[src/rtl/mebc_pkg.sv]
package mebc_pkg;
    typedef enum logic [2:0] {
        ST_IDLE,
        ST_ADDR,
        ST_STROBE,
        ST_WAIT,
        ST_SUSPEND,
        ST_DONE
    } mebc_state_e;
endpackage

[src/rtl/mebc_cfg_regs.sv]
module mebc_cfg_regs #(
    parameter int NBANK  = 2,
    parameter int BND_W  = 4,
    parameter int CFG_AW = 2,
    parameter int CFG_DW = 8
) (
    input  logic                   clk,
    input  logic                   rst_n,
    input  logic                   cfg_we,
    input  logic [CFG_AW-1:0]      cfg_sel,
    input  logic [CFG_DW-1:0]      cfg_wdata,
    output logic [2:0]             page_exp,
    output logic [NBANK*BND_W-1:0] bank_base
);
    localparam int STEP = (1 << BND_W) / NBANK;

    always_ff @(posedge clk or negedge rst_n) begin
        if (!rst_n)
            page_exp <= 3'd0;
        else if (cfg_we && cfg_sel == CFG_AW'(0))
            page_exp <= cfg_wdata[2:0];
    end

    for (genvar k = 0; k < NBANK; k++) begin : g_base
        always_ff @(posedge clk or negedge rst_n) begin
            if (!rst_n)
                bank_base[k*BND_W +: BND_W] <= BND_W'(k * STEP);
            else if (cfg_we && cfg_sel == CFG_AW'(k + 1))
                bank_base[k*BND_W +: BND_W] <= cfg_wdata[BND_W-1:0];
        end
    end
endmodule

[src/rtl/mebc_bank_dec.sv]
module mebc_bank_dec #(
    parameter int ADDR_W = 24,
    parameter int NBANK  = 2,
    parameter int BND_W  = 4
) (
    input  logic [ADDR_W-1:0]      addr,
    input  logic [NBANK*BND_W-1:0] bank_base,
    input  logic                   enable,
    output logic [NBANK-1:0]       sel_n
);
    logic [BND_W-1:0] hi;
    assign hi = addr[ADDR_W-1 -: BND_W];

    for (genvar k = 0; k < NBANK; k++) begin : g_sel
        logic lo_ok, up_ok;
        assign lo_ok = hi >= bank_base[k*BND_W +: BND_W];
        if (k == NBANK - 1) begin : g_top
            assign up_ok = 1'b1;
        end else begin : g_mid
            assign up_ok = hi < bank_base[(k+1)*BND_W +: BND_W];
        end
        assign sel_n[k] = !(enable && lo_ok && up_ok);
    end
endmodule

[src/rtl/mebc_page_cmp.sv]
module mebc_page_cmp #(
    parameter int ADDR_W   = 24,
    parameter int PAGE_MIN = 8
) (
    input  logic [ADDR_W-1:0] cur_addr,
    input  logic [ADDR_W-1:0] prev_addr,
    input  logic [2:0]        page_exp,
    output logic              crossed
);
    logic [5:0] shamt;
    assign shamt   = 6'(PAGE_MIN) + {3'd0, page_exp};
    assign crossed = (cur_addr >> shamt) != (prev_addr >> shamt);
endmodule

[src/rtl/ext_bus_ctrl.sv]
module ext_bus_ctrl
    import mebc_pkg::*;
#(
    parameter int ADDR_W   = 24,
    parameter int DATA_W   = 48,
    parameter int WORD_W   = 32,
    parameter int WORD_LSB = 16,
    parameter int NBANK    = 2,
    parameter int BND_W    = 4,
    parameter int PAGE_MIN = 8,
    parameter int CFG_DW   = 8,
    localparam int CFG_AW  = $clog2(NBANK + 1)
) (
    input  logic              clk,
    input  logic              rst_n,
    input  logic              cfg_we,
    input  logic [CFG_AW-1:0] cfg_sel,
    input  logic [CFG_DW-1:0] cfg_wdata,
    input  logic              req_valid,
    input  logic              req_write,
    input  logic [ADDR_W-1:0] req_addr,
    input  logic [WORD_W-1:0] req_wdata,
    output logic              req_ready,
    output logic              rsp_valid,
    output logic [WORD_W-1:0] rsp_rdata,
    output logic [ADDR_W-1:0] mem_addr,
    output logic [DATA_W-1:0] mem_wdata,
    input  logic [DATA_W-1:0] mem_rdata,
    output logic              mem_data_oe,
    output logic              mem_bus_oe,
    output logic [NBANK-1:0]  mem_sel_n,
    output logic              mem_rd_n,
    output logic              mem_wr_n,
    input  logic              mem_ack,
    input  logic              mem_ts_n,
    output logic              mem_page
);
    localparam int LOW_W = WORD_LSB;

    mebc_state_e           state, state_nx;
    logic [ADDR_W-1:0]     cur_q, prev_q;
    logic [WORD_W-1:0]     wd_q, rd_q;
    logic                  wr_q;
    logic [2:0]            page_exp;
    logic [NBANK*BND_W-1:0] bank_base;
    logic                  in_access, strobe_on, crossed, take, finish;

    mebc_cfg_regs #(.NBANK(NBANK), .BND_W(BND_W), .CFG_AW(CFG_AW), .CFG_DW(CFG_DW)) u_cfg (
        .clk(clk), .rst_n(rst_n), .cfg_we(cfg_we), .cfg_sel(cfg_sel),
        .cfg_wdata(cfg_wdata), .page_exp(page_exp), .bank_base(bank_base)
    );

    mebc_bank_dec #(.ADDR_W(ADDR_W), .NBANK(NBANK), .BND_W(BND_W)) u_dec (
        .addr(cur_q), .bank_base(bank_base), .enable(in_access), .sel_n(mem_sel_n)
    );

    mebc_page_cmp #(.ADDR_W(ADDR_W), .PAGE_MIN(PAGE_MIN)) u_page (
        .cur_addr(cur_q), .prev_addr(prev_q), .page_exp(page_exp), .crossed(crossed)
    );

    // next-state logic
    always_comb begin
        state_nx = state;
        unique case (state)
            ST_IDLE:    if (req_valid && mem_ts_n) state_nx = ST_ADDR;
            ST_ADDR:    state_nx = mem_ts_n ? ST_STROBE : ST_SUSPEND;
            ST_STROBE,
            ST_WAIT:    begin
                if (!mem_ts_n)    state_nx = ST_SUSPEND;
                else if (mem_ack) state_nx = ST_DONE;
                else              state_nx = ST_WAIT;
            end
            ST_SUSPEND: if (mem_ts_n) state_nx = ST_WAIT;
            ST_DONE:    state_nx = ST_IDLE;
            default:    state_nx = ST_IDLE;
        endcase
    end

    assign take   = (state == ST_IDLE) && req_valid && mem_ts_n;
    assign finish = ((state == ST_STROBE) || (state == ST_WAIT)) && mem_ts_n && mem_ack;

    // state and access registers
    always_ff @(posedge clk or negedge rst_n) begin
        if (!rst_n) begin
            state  <= ST_IDLE;
            cur_q  <= '0;
            prev_q <= '0;
            wd_q   <= '0;
            wr_q   <= 1'b0;
            rd_q   <= '0;
        end else begin
            state <= state_nx;
            if (take) begin
                prev_q <= cur_q;
                cur_q  <= req_addr;
                wd_q   <= req_wdata;
                wr_q   <= req_write;
            end
            if (finish && !wr_q)
                rd_q <= mem_rdata[WORD_LSB +: WORD_W];
        end
    end

    // outputs
    always_comb begin
        in_access   = (state == ST_ADDR) || (state == ST_STROBE) || (state == ST_WAIT);
        strobe_on   = (state == ST_STROBE) || (state == ST_WAIT);
        mem_rd_n    = !(strobe_on && !wr_q);
        mem_wr_n    = !(strobe_on && wr_q);
        mem_bus_oe  = mem_ts_n && (state != ST_SUSPEND);
        mem_data_oe = mem_bus_oe && wr_q && in_access;
        mem_addr    = cur_q;
        mem_wdata   = {wd_q, {LOW_W{1'b0}}};
        mem_page    = in_access && crossed;
        req_ready   = (state == ST_IDLE) && mem_ts_n;
        rsp_valid   = (state == ST_DONE);
        rsp_rdata   = rd_q;
    end
endmodule

[config.mk]
export PLATFORM = sky130hd
export DESIGN_NAME = ext_bus_ctrl
export DESIGN_NICKNAME = d
export VERILOG_FILES = /design/src/rtl/mebc_pkg.sv /design/src/rtl/mebc_cfg_regs.sv /design/src/rtl/mebc_bank_dec.sv /design/src/rtl/mebc_page_cmp.sv /design/src/rtl/ext_bus_ctrl.sv
export SDC_FILE = /design/constraint.sdc
export NUM_CORES = 1
export LEC_CHECK = 0
export ABC_CLOCK_PERIOD_IN_PS = 4500
export BUFFER_PORTS_ARGS = -buffer_cell sky130_fd_sc_hd__buf_2
export CAP_MARGIN = 10
export CORE_MARGIN = 3
export CORE_UTILIZATION = 40
export CTS_CLUSTER_SIZE = 24
export DETAILED_ROUTE_END_ITERATION = 6
export PLACE_DENSITY = 0.82
export RECOVER_POWER = 50
export SLEW_MARGIN = 20
export SYNTH_ARGS = -nofsm -noshare
export SYNTH_HDL_FRONTEND = slang
export SYNTH_SLANG_ARGS = --single-unit
export TNS_END_PERCENT = 10
[constraint.sdc]
create_clock -name clk -period 4.5 [get_ports clk]
set_input_delay 0.9 -clock clk [delete_from_list [all_inputs] [get_ports clk]]
set_output_delay 0.9 -clock clk [all_outputs]
set_load 0.01 [all_outputs]
==> reports/summary.md <==
* category of the worst setup path capture point: primary output
* overall routing resource usage: 16.5%
* total placed cells including tap cells: 714
* Detail Placement HPWL: 8.45 mm
* final number of setup-violating endpoints: 0
* PD cells: 738 nW/µm²
* Max-cap violations: 1
* proportion of layout cells with a drive suffix above 1: 42.7%
* yosys synthesis warning count: 0
* cells taking the most area after synthesis: sky130_fd_sc_hd__dfrtp_1 (56%), sky130_fd_sc_hd__mux2_1 (15%), sky130_fd_sc_hd__mux2_2 (10%)
* WP data arrival: 2.48 ns
* clock transition at the register clock pins on the worst setup and hold paths after CTS: 0.05 ns
* Final Instance Count excl. Fillers: 746
* post-synthesis instance area: 5230 µm²
* maximum buffer depth of the clock tree: 2
* synthesized netlist cell count: 356
* post-synthesis cell type count: 41
* Crit Path Category: register to primary output
* Layout Skew: 0.0140 ns
* initial core utilization: 41.1%
* iteration-0 DRC count of the detailed router: 98
* initial antenna violation count: 1
* worst hold slack: 0.482 ns
* Hold-fix buffers, CTS: 0
* vias in the first global route: 3879
* vias: 3559
* Placed Instance Area: 6280 µm²
* area fraction of the dominant cell type after synthesis: 56.4%
* Horiz. Die Dim: 120 µm
* time the final worst path needs with I/O delays and setup: 3.38 ns
* wire length of the first global-routing pass: 18.8 mm
* number of inserted diodes: 0
* most frequent cells in the layout: sky130_fd_sc_hd__buf_2 (159), sky130_fd_sc_hd__dfrtp_1 (118), sky130_fd_sc_hd__mux2_1 (69)
* number of enable-type register cells in the synthesized netlist: 0
* async set-or-reset flop fraction in the synthesized netlist: 100%
* Hold WC Path Type: register to register
* violations in the final reports: capacitance limit, slew limit
* Remaining Overflow, GRT: 0
* leakage power: 3.27 nW
* number of nets with antenna violations after routing: 0
* leading cell type in the layout, fill and taps excluded: sky130_fd_sc_hd__buf_2
* peak ir drop on the vdd network: 0.000337 V
* Clock Tree Root: sky130_fd_sc_hd__clkbuf_16
* DR pass1 iterations: 4
* final total negative setup slack: 0 ns
* maximum number of pins on one net before global-route repair: 75
* number of ports placed on the die boundary: 234
* final count of hold timing violations: 0
* clock insertion delay at the later pin of the skew report: 0.42 ns
* Slew HR: -15.4%
* synthesized area per cell: 14.7 µm²
* Die Y: 120 µm
* slew at the pin with the worst max-slew slack: 1.73 ns
* Final Cell Area: 6810 µm²
* post-detailed-route via-to-cell ratio: 4.77
* required time at the worst-slack endpoint: 3.60 ns
* top fanout value on the critical path: 11
* cell taking the most area after synthesis: sky130_fd_sc_hd__dfrtp_1
* crit start category: register
* Layout Nets: 690
* maximum level of the CTS H-tree: 4
* predominant post-synthesis flop cell: sky130_fd_sc_hd__dfrtp_1
* number of buffers inserted by post-CTS setup repair: 0
* # clock sinks: 119
* clock tree from TritonCTS: yes
* number of buffers inserted during clock tree synthesis: 17
* Routability Congestion: 0.798
* Port Buffer Count: 197
* DIE AREA: 14500 µm²
* average wire per standard cell: 15.4 µm
* unrepaired setup endpoints after global routing: false
* FF+latch count, synth: 119
* area delta synth->final: 30.1%
* DRC violation count after routing: 0
* routed wire length: 11.5 mm
* std cell rows: 41
* sequential-to-total area share from yosys stat: 56.9%
* share of the clock period used by the worst path after layout: 75.1%
* outcome: finished with violations
* Slew Viols, Final: 72
* Post-CTS Resized: 0
* total core area: 12700 µm²
* Peak Freq: 296 MHz
## kinds of logic (layout without fill, tap and decap cells)
family / after synthesis / count (layout) / synth area share, %
and+or+nand+nor: 30 / 30 / 3.35
muxes: 121 / 121 / 26.8
DFF: 119 / 119 / 56.9
xor gates and xnor gates: 18 / 18 / 3.01
adders and majority gates: 8 / 8 / 1.91
other: 1 / 16 / 0.0717
buffers and inverters: 38 / 241 / 5.31
AOI/OAI and AO/OA: 21 / 21 / 2.65
## area by class of cell
cell class	instances	area, µm²
clock buffer	23	488
fill	1098	5910
multi-input combinational	214	2040
timing repair buffer	200	955
sequential	119	2980
inverter	9	33.8
tap	172	215
clock inverter	9	97.6
## power breakdown
part | internal [W] | switching, W
clock network | 0.000866 | 0.000460
registers | 0.00159 | 0.000370
logic | 0.000882 | 0.000859
## routing by layer
metal	track usage [%]	wire length [µm]	vias up
met5	0	13	-
met4	6.66	171	2
met3	5.47	754	15
met2	28.9	6150	135
met1	18.6	4400	1771
li1	-	-	1636
## per-stage QoR
step / util [%] / power, W / setup WS [ns]
floorplan: - / 0.00303 / 1.93
global placement: 49.4 / 0.00364 / 1.62
detailed placement: 49.4 / 0.00376 / 1.57
CTS: 54.0 / 0.00513 / 1.11
global route: 53.5 / 0.00536 / 0.918
finish: 53.5 / 0.00502 / 1.12
## flip-flops by register name, summed over array words and instances (netlist names)
name,cells
state,3
mem_addr,24
u_cfg.bank_base,8
u_cfg.page_exp,3
rsp_rdata,32
wd_q,32
wr_q,1
prev_q,16
## worst max-delay path, stage by stage (launching register included)
cell                      delay (ns)
sky130_fd_sc_hd__dfrtp_1        0.64
sky130_fd_sc_hd__mux4_4         0.71
sky130_fd_sc_hd__xor2_1         0.18
sky130_fd_sc_hd__o41a_1         0.38
sky130_fd_sc_hd__buf_2          0.15
## Yosys cell counts (all sizes together) (3+ instances only)
cell type and count:
buf 28, ha 8, xnor2 13, dfrtp 118, a21oi 5, xor2 5, mux4 3, inv 9
o21ai 5, mux2 116, nor2 5, nand2 8, nand2b 4, nand3b 3
## final timing paths
path                                                from                         to  slack, ns  cells past startpoint
hold / removal                 rsp_rdata[26]$_DFFE_PN0P_  rsp_rdata[26]$_DFFE_PN0P_       0.48                      1
min in group asynchronous                          rst_n     prev_q[10]$_DFFE_PN0P_       0.94                      1
max in group asynchronous                          rst_n  rsp_rdata[22]$_DFFE_PN0P_       1.47                      2
setup / recovery           u_cfg.page_exp[0]$_DFFE_PN0P_                   mem_page       1.12                      4
setup reg to reg                    state[1]$_DFFE_PN0P_   mem_addr[20]$_DFFE_PN0P_       2.29                      3
hold reg to reg                rsp_rdata[26]$_DFFE_PN0P_  rsp_rdata[26]$_DFFE_PN0P_       0.48                      1
Note: power is estimated with default switching activity, not from simulation.
